`src/rtl/acl_frame_pkg.sv`:
```
package acl_frame_pkg;

   typedef enum logic [1:0] {
      PAIR_S3_S4   = 2'd0,
      PAIR_S6_S9   = 2'd1,
      PAIR_S7_S8   = 2'd2,
      PAIR_S10_S11 = 2'd3
   } pair_sel_e;

   function automatic int left_slot(pair_sel_e p);
      case (p)
         PAIR_S3_S4:   return 3;
         PAIR_S6_S9:   return 6;
         PAIR_S7_S8:   return 7;
         default:      return 10;
      endcase
   endfunction

   function automatic int right_slot(pair_sel_e p);
      case (p)
         PAIR_S3_S4:   return 4;
         PAIR_S6_S9:   return 9;
         PAIR_S7_S8:   return 8;
         default:      return 11;
      endcase
   endfunction

endpackage

```
`src/rtl/acl_slot_map.sv`:
```
module acl_slot_map
   import acl_frame_pkg::*;
#(
   parameter int NUM_SLOTS = 12
) (
   input  pair_sel_e              sel,
   output logic [NUM_SLOTS:1]     left_mask,
   output logic [NUM_SLOTS:1]     right_mask
);

   always_comb begin
      for (int s = 1; s <= NUM_SLOTS; s++) begin
         left_mask[s]  = (s == left_slot(sel));
         right_mask[s] = (s == right_slot(sel));
      end
   end

endmodule

```
`src/rtl/acl_slot_builder.sv`:
```
module acl_slot_builder #(
   parameter int TAG_W     = 16,
   parameter int SLOT_W    = 20,
   parameter int NUM_SLOTS = 12,
   parameter int RD_W      = 16,
   parameter int SMP_W     = 20,
   parameter int FRAME_W   = TAG_W + SLOT_W * NUM_SLOTS
) (
   input  logic                   codec_rdy,
   input  logic                   stat_valid,
   input  logic [RD_W-1:0]        stat_data,
   input  logic                   smp_strobe,
   input  logic [SMP_W-1:0]       smp_left,
   input  logic [SMP_W-1:0]       smp_right,
   input  logic                   adc_pwr_ok,
   input  logic                   var_rate,
   input  logic                   rate_off48,
   input  logic [NUM_SLOTS:1]     left_mask,
   input  logic [NUM_SLOTS:1]     right_mask,
   output logic [FRAME_W-1:0]     frame
);

   localparam int BODY_TOP = FRAME_W - TAG_W - 1;

   logic                req_now;
   logic                adc_take;
   logic [SLOT_W-1:0]   req_word;
   logic [SLOT_W-1:0]   slot_dat [1:NUM_SLOTS];
   logic                slot_tag [1:NUM_SLOTS];

   // request only when rate is variable, ADC ready, not 48 kHz, no sample due
   assign req_now  = var_rate & adc_pwr_ok & rate_off48 & ~smp_strobe;
   assign adc_take = smp_strobe & adc_pwr_ok;

   always_comb begin
      req_word = '0;
      for (int n = 3; n <= NUM_SLOTS; n++)
         req_word[SLOT_W-6-n] = req_now & (left_mask[n] | right_mask[n]);
   end

   for (genvar s = 1; s <= NUM_SLOTS; s++) begin : g_slot
      if (s == 1) begin : g_req
         assign slot_tag[s] = stat_valid;
         assign slot_dat[s] = req_word;
      end else if (s == 2) begin : g_stat
         assign slot_tag[s] = stat_valid;
         assign slot_dat[s] = stat_valid ? (SLOT_W'(stat_data) << (SLOT_W - RD_W)) : '0;
      end else begin : g_adc
         logic mine;
         assign mine        = left_mask[s] | right_mask[s];
         assign slot_tag[s] = mine & adc_take;
         assign slot_dat[s] = !(mine & adc_take) ? '0 :
                              left_mask[s] ? (SLOT_W'(smp_left)  << (SLOT_W - SMP_W)) :
                                             (SLOT_W'(smp_right) << (SLOT_W - SMP_W));
      end
   end

   always_comb begin
      frame            = '0;
      frame[FRAME_W-1] = codec_rdy;
      for (int s = 1; s <= NUM_SLOTS; s++) begin
         frame[FRAME_W-1-s]                          = slot_tag[s];
         frame[BODY_TOP - SLOT_W*(s-1) -: SLOT_W]    = slot_dat[s];
      end
   end

endmodule

```
`src/rtl/acl_frame_shifter.sv`:
```
module acl_frame_shifter #(
   parameter int FRAME_W = 256
) (
   input  logic                bit_clk,
   input  logic                rst_n,
   input  logic                sync_in,
   input  logic [FRAME_W-1:0]  frame_in,
   output logic                sdata_out
);

   logic                sync_q;
   logic                load;
   logic [FRAME_W-1:0]  shreg;

   assign load      = sync_in & ~sync_q;
   assign sdata_out = shreg[FRAME_W-1];

   always_ff @(posedge bit_clk or negedge rst_n) begin
      if (!rst_n) begin
         sync_q <= 1'b0;
         shreg  <= '0;
      end else begin
         sync_q <= sync_in;
         if (load) shreg <= frame_in;
         else      shreg <= {shreg[FRAME_W-2:0], 1'b0};
      end
   end

   assert_capture_msb_R1: assert property (@(posedge bit_clk) disable iff (!rst_n)
      load |=> sdata_out == $past(frame_in[FRAME_W-1]));

   assert_hold_frame_R10: assert property (@(posedge bit_clk) disable iff (!rst_n)
      !load |=> sdata_out == $past(shreg[FRAME_W-2]));

endmodule

```
`src/rtl/acl_in_frame_asm.sv`:
```
module acl_in_frame_asm
   import acl_frame_pkg::*;
#(
   parameter int TAG_W     = 16,
   parameter int SLOT_W    = 20,
   parameter int NUM_SLOTS = 12,
   parameter int RD_W      = 16,
   parameter int SMP_W     = 20
) (
   input  logic               bit_clk,
   input  logic               rst_n,
   input  logic               sync_in,
   input  logic               codec_rdy,
   input  logic               stat_valid,
   input  logic [RD_W-1:0]    stat_data,
   input  logic               smp_strobe,
   input  logic [SMP_W-1:0]   smp_left,
   input  logic [SMP_W-1:0]   smp_right,
   input  logic               adc_pwr_ok,
   input  logic               var_rate,
   input  logic               rate_off48,
   input  logic [1:0]         pair_sel,
   output logic               sdata_out
);

   localparam int FRAME_W  = TAG_W + SLOT_W * NUM_SLOTS;
   localparam int BODY_TOP = FRAME_W - TAG_W - 1;

   if (NUM_SLOTS < 11)            begin : g_bad_slots $error("NUM_SLOTS must reach slot 11"); end
   if (TAG_W < NUM_SLOTS + 1)     begin : g_bad_tag   $error("TAG_W too small for slot tags"); end
   if (SLOT_W < NUM_SLOTS + 6)    begin : g_bad_req   $error("SLOT_W too small for request flags"); end
   if (SLOT_W < RD_W)             begin : g_bad_rd    $error("RD_W exceeds SLOT_W"); end
   if (SLOT_W < SMP_W)            begin : g_bad_smp   $error("SMP_W exceeds SLOT_W"); end

   logic [NUM_SLOTS:1]  left_mask;
   logic [NUM_SLOTS:1]  right_mask;
   logic [FRAME_W-1:0]  frame_w;

   acl_slot_map #(.NUM_SLOTS(NUM_SLOTS)) i_map (
      .sel        (pair_sel_e'(pair_sel)),
      .left_mask  (left_mask),
      .right_mask (right_mask)
   );

   acl_slot_builder #(
      .TAG_W(TAG_W), .SLOT_W(SLOT_W), .NUM_SLOTS(NUM_SLOTS),
      .RD_W(RD_W), .SMP_W(SMP_W), .FRAME_W(FRAME_W)
   ) i_builder (
      .codec_rdy  (codec_rdy),
      .stat_valid (stat_valid),
      .stat_data  (stat_data),
      .smp_strobe (smp_strobe),
      .smp_left   (smp_left),
      .smp_right  (smp_right),
      .adc_pwr_ok (adc_pwr_ok),
      .var_rate   (var_rate),
      .rate_off48 (rate_off48),
      .left_mask  (left_mask),
      .right_mask (right_mask),
      .frame      (frame_w)
   );

   acl_frame_shifter #(.FRAME_W(FRAME_W)) i_shift (
      .bit_clk   (bit_clk),
      .rst_n     (rst_n),
      .sync_in   (sync_in),
      .frame_in  (frame_w),
      .sdata_out (sdata_out)
   );

   assert_fixed_rate_noreq_R7: assert property (@(posedge bit_clk) disable iff (!rst_n)
      !var_rate |-> frame_w[BODY_TOP -: SLOT_W] == '0);

   assert_powerdown_noreq_R8: assert property (@(posedge bit_clk) disable iff (!rst_n)
      !adc_pwr_ok |-> frame_w[BODY_TOP -: SLOT_W] == '0);

   assert_stat_stuffed_R3: assert property (@(posedge bit_clk) disable iff (!rst_n)
      !stat_valid |-> (frame_w[BODY_TOP - SLOT_W -: SLOT_W] == '0) && !frame_w[FRAME_W-3]);

   assert_slot5_empty_R6: assert property (@(posedge bit_clk) disable iff (!rst_n)
      frame_w[BODY_TOP - SLOT_W*4 -: SLOT_W] == '0 && !frame_w[FRAME_W-6]);

   assert_pair_only_R5: assert property (@(posedge bit_clk) disable iff (!rst_n)
      $countones(frame_w[FRAME_W-4 -: NUM_SLOTS-2]) <= 2);

   assert_one_slot_each_R4: assert property (@(posedge bit_clk) disable iff (!rst_n)
      $countones(left_mask) == 1 && $countones(right_mask) == 1 && (left_mask & right_mask) == '0);

endmodule

```
`config.mk`:
```
export PLATFORM = sky130hd
export DESIGN_NAME = acl_in_frame_asm
export DESIGN_NICKNAME = d
export VERILOG_FILES = /design/src/rtl/acl_frame_pkg.sv /design/src/rtl/acl_slot_map.sv /design/src/rtl/acl_slot_builder.sv /design/src/rtl/acl_frame_shifter.sv /design/src/rtl/acl_in_frame_asm.sv
export SDC_FILE = /design/constraint.sdc
export NUM_CORES = 1
export LEC_CHECK = 0
export ABC_AREA = 1
export BUFFER_PORTS_ARGS = -buffer_cell sky130_fd_sc_hd__buf_2
export CAP_MARGIN = 20
export CORE_ASPECT_RATIO = 0.6
export CORE_MARGIN = 2
export CORE_UTILIZATION = 25
export CTS_CLUSTER_SIZE = 24
export DETAILED_ROUTE_END_ITERATION = 10
export PLACE_DENSITY_LB_ADDON = 0.12
export SYNTH_ARGS = -nofsm -noshare
export SYNTH_HDL_FRONTEND = slang
export SYNTH_SLANG_ARGS = --single-unit
```
`constraint.sdc`:
```
create_clock -name bit_clk -period 1.46 [get_ports bit_clk]
set_input_delay 0.073 -clock bit_clk [delete_from_list [all_inputs] [get_ports bit_clk]]
set_output_delay 0.073 -clock bit_clk [all_outputs]
set_load 0.01 [all_outputs]
```
# Word level (Yosys, flattened, before mapping)
# Index checks and enable logic that the tools add are counted.
[totals]
elab_cells = 86
output_inout_bits = 1
ff_bits = 257
in_bits = 67
[classes]
n_eq_ne = 22
muxes = 24
bitwise_logic = 37
reduce_logical = 1
[op_table]
columns = ["op", "count"]
rows = [
  ["$mux W20", 21],
  ["$mux W256", 1],
  ["$eq A4 B4 Y1 const A", 10],
  ["$eq A3 B4 Y1 const A", 8],
  ["$and A1 B1 Y1", 25],
  ["$pmux W4 S3", 2],
  ["$or A1 B1 Y1", 10],
  ["$eq A2 B4 Y1 const A", 2],
  ["$eq A2 B1 Y1 const B", 1],
  ["$eq A2 B2 Y1 const B", 1],
  ["$logic_not A2 Y1", 1],
  ["$not A1 Y1", 2],
]

# Depth between registers and ports, before layout
[logic_depth]
ltp_word = 7
mapped_depth = 7
ltp_nobuf = 6

# Modules after synthesis
# A second synthesis with hierarchy kept.
[unflattened]
cells_unflattened = 2170
area_unflattened_um2 = 14470.1
[modules_own_cells]
columns = ["mod", "cells_each", "seq_area_each_um2", "instances", "area_per_inst_um2"]
rows = [
  ["acl_frame_shifter", 1110, 6431.2, 1, 10055.9],
  ["acl_slot_builder", 1032, 0.0, 1, 4234.1],
  ["acl_slot_map", 28, 0.0, 1, 180.2],
]

# Worst setup path after synthesis
# OpenSTA, ideal clock, no wires.
[synth_timing]
kind = "flip-flop to flip-flop"
startpoint = "register i_shift.sync_q"
endpoint = "register i_shift.shreg[252]"
synth_period_minus_slack_ns = 1.182
setup_ns = 0.121
required_ns = 1.339
path_buffers = 2
arrival_ns = 1.061
stages_incl_launch_ff = 7
setup_slack_ns = 0.278
path_cell_list = "dfrtp_1 > nor2_4 > inv_4 > buf_4 > buf_2 > nand2_1 > nand2_1"
[synth_via]
elab_chain_len = 3
[synth_lines]
columns = ["item", "line_no", "rtl"]
rows = [
  ["start: declaration", "acl_frame_shifter.sv:11", "logic sync_q;"],
  ["start signal: assignment", "acl_frame_shifter.sv:23", "sync_q <= sync_in;"],
  ["$not A1 Y1", "acl_frame_shifter.sv:15", "assign load = sync_in & ~sync_q;"],
  ["$and A1 B1 Y1", "acl_frame_shifter.sv:15", ""],
  ["$mux W256", "acl_frame_shifter.sv:24", "if (load) shreg <= frame_in;"],
  ["end signal: assignment", "acl_frame_shifter.sv:24", ""],
  ["end signal: assignment", "acl_frame_shifter.sv:25", "else shreg <= {shreg[FRAME_W-2:0], 1'b0};"],
  ["end: declaration", "acl_frame_shifter.sv:13", "logic [FRAME_W-1:0] shreg;"],
]
# No other way between the ends.

# Worst setup path in the final report
[layout_timing]
startpoint = "register i_shift.sync_q"
endpoint = "register i_shift.shreg[170]"
# The elaborated chain is that of the path after synthesis.

==> results.py <==
metrics = {
    "outcome": {
        "outcome": "finished, final reports clean",
    },
    "detailed_routing": {
        "drt-initial-drc-count": 469,
        "via_per_inst": 3.802,
        "wl_per_cell_um": 12.67,
        "detail_route.wirelength_um": 20950,
        "num_vias": 6289,
        "drc": 0,
        "first_pass_iters": 4,
        "ant_nets": 0,
    },
    "clock_network": {
        "clock-sinks": 257,
        "root_buffer": "clkbuf_16",
        "clockBufferDepth": 3,
        "numCtsBuffers": 27,
        "clk_pin_slew_ns": 0.06,
        "htree_levels": 1,
        "cts_tree": "built",
        "clkLatencyLatePin_ns": 0.54,
    },
    "logic_synthesis": {
        "syn_nets": 1051,
        "synthAdderAreaFrac_pct": 0,
        "yosysUniqueCellTypes": 21,
        "synth_compound_area_share_pct": 4.737,
        "synth_simple_gate_area_share_pct": 20.22,
        "synth_top_family_by_area": "simple AND/OR/NAND/NOR gates",
        "synth_cells": 984,
        "yosys-top-cells-area": "dfrtp_1 67%, nand2_1 16%, inv_1 4.1%",
        "yosysTopAreaCellShare_pct": 67.26,
        "yosysTopAreaCell": "dfrtp_1",
        "syn-cell-area_um2": 9562,
        "avgSynthCellArea_um2": 9.717,
        "synth.ff_latch_count": 257,
        "synth_mux_area_share_pct": 0,
        "synth-xor-area-share_pct": 0,
        "synth-seq-area-share_pct": 67.26,
        "yosys_warnings": 0,
    },
    "finish": {
        "multi_input_area_um2": 2390,
        "stdcell_area_um2": 12160,
        "fillers": 3970,
        "syn_to_final_growth_pct": 27.22,
        "drive_gt1_share_pct": 13.95,
        "nNetsFinal": 1187,
        "mostFrequentLayoutCell": "nand2_1",
        "regArea_um2": 6431,
        "final_cell_mix": "398 x nand2_1, 257 x dfrtp_1, 104 x inv_1",
        "utilization_pct": 32.26,
    },
    "critical_path": {
        "crit_arrival_ns": 1.74,
        "cp_slowest_cell": "dfrtp_1",
        "cp_top_family": "flip-flops",
        "crit_path_max_fanout": 56,
        "critical_path_class": "flip-flop to flip-flop",
        "cp_num_buf_inv": 2,
        "critPathMaxStageDelay_ns": 0.39,
        "cp-end-kind": "flip-flop",
        "cp-start-kind": "flip-flop",
        "critPathRequiredTime_ns": 1.86,
        "path_cells": "nor2_4, inv_6, buf_12, nand2_1, o21ai_0",
    },
    "sta": {
        "hold_viol": 0,
        "setup_viol": 0,
        "drv_slew": 0,
        "tightest_slew_ns": 0.5275,
        "grt_setup_unrepaired": "false",
        "max_freq_mhz": 744.9,
        "post-route-period-util_pct": 91.95,
        "fin_skew_ns": 0.01047,
        "relSlewSlack_pct": 64.83,
        "timing.setup.tns_ns": 0,
        "layout_setup_ws_ns": 0.1175,
        "period_needed_ns": 1.343,
    },
    "grt": {
        "antenna_found_initial": 1,
        "grt_use_met3_pct": 2.379,
        "grt_pass1_vias": 6449,
        "grt_max_degree": 86,
        "grt_use_total_pct": 11.03,
        "busiest_layer": "met1",
        "grt_pass1_wl_um": 35610,
        "use_met1_pct": 17.15,
        "gr-total-overflow": 0,
        "use_met2_pct": 15.36,
    },
    "placement": {
        "io_buffers": 67,
        "hpwl_um": 12170,
        "gp_congestion": 0.7069,
        "dpl_worst_slack_ns": 0.05412,
        "place_area_um2": 10550,
    },
    "min_path": {
        "hold_path.class": "input port to asynchronous set/reset pin",
    },
    "die": {
        "core_um2": 37710,
        "io_pins": 68,
        "initial_utilization_pct": 25.36,
        "dieWidth_um": 256.5,
        "die_h_um": 155.5,
        "dieArea_um2": 39880,
        "rows": 55,
    },
    "job": {
        "cap_violations": 0,
    },
    "pwr": {
        "power_mw": 15.45,
        "peakVddDrop_mv": 0.7471,
        "p_per_area_nw_per_um2": 1270,
        "p_leak_nw": 6.358,
    },
}
metal layers:
metal	up-vias	wire (um)
met4	0	465
met5	-	0
met2	75	8382
met1	2976	11320
met3	29	785
li1	3209	-
metrics by stage:
step / hold WS [ns] / instances
4_1_cts: 0.1659 / 1652
5_1_grt: 0.1759 / 1654
2_1_floorplan: -0.2226 / 984
6_report: 0.1409 / 1654
3_5_place_dp: -0.1120 / 1535
3_3_place_gp: -0.1096 / 1535
Yosys cell counts:
cell type,number
nor2_2,1
o21ai_2,14
buf_2,26
inv_4,1
nand2_1,398
o21ai_1,29
conb_1,1
dfrtp_1,257
nor2_1,62
buf_8,4
nor2_4,2
inv_1,104
buf_4,2
nand3_2,2
nand3_1,21
nor2_8,2
clkbuf_1,7
nand2_2,2
o21ai_0,37
buf_6,9
inv_2,3
kinds of logic (layout without fill, tap and decap cells):
kind of cell	count (synthesis)	after routing
flops	257	257
buf+inv	156	312
other cells	1	2
compound gates	80	80
simple gates	490	490
registers in the layout, summed over array words and instances, names as in the netlist:
register        flops
i_shift.shreg     256
i_shift.sync_q      1
worst register-to-register path, delay by kind of cell (launching register included):
family                 cells  cell delay [ns]
flip-flops                 1             0.39
buffers and inverters      2             0.37
AND/OR/NAND/NOR            2             0.34
AO/OA/AOI/OAI              1             0.11
final timing paths:
| path | start | endpoint | slack (ns) | cells past startpoint |
|---|---|---|---|---|
| worst max register to register | i_shift.sync_q$_DFF_PN0_ | i_shift.shreg[170]$_DFF_PN0_ | 0.12 | 5 |
| worst min register to register | i_shift.shreg[73]$_DFF_PN0_ | i_shift.shreg[74]$_DFF_PN0_ | 0.44 | 2 |
| worst max-delay path | i_shift.sync_q$_DFF_PN0_ | i_shift.shreg[170]$_DFF_PN0_ | 0.12 | 5 |
| worst min-delay path | rst_n | i_shift.shreg[252]$_DFF_PN0_ | 0.14 | 3 |
| min in group bit_clk | sync_in | i_shift.sync_q$_DFF_PN0_ | 0.21 | 2 |
| max in group asynchronous | rst_n | i_shift.shreg[250]$_DFF_PN0_ | 0.67 | 3 |
cell type report:
| cell class | count | area share, % |
|---|---|---|
| clock inverters | 12 | 1.214 |
| repair buffers | 155 | 11.24 |
| well taps | 513 | 5.277 |
| clock buffers | 37 | 6.357 |
| multi-input cells | 571 | 19.65 |
| flip-flops and latches | 257 | 52.87 |
| inverters | 108 | 3.374 |
| diodes | 1 | 0.02057 |
what timing repair did:
action,CTS,global route
hold endpoints to repair,446,0
buffers inserted,0,1
endpoints found under the setup margin,0,27
hold buffers,68,0
gates resized for setup,0,1
power by group:
part           switching (mW)  total, mW  internal [mW]
logic                   0.556      0.912          0.356
clock network            2.92       7.16           4.24
registers              0.0554       7.38           7.32
total                    3.53       15.5           11.9
Note: power is estimated with default switching activity, not from simulation.
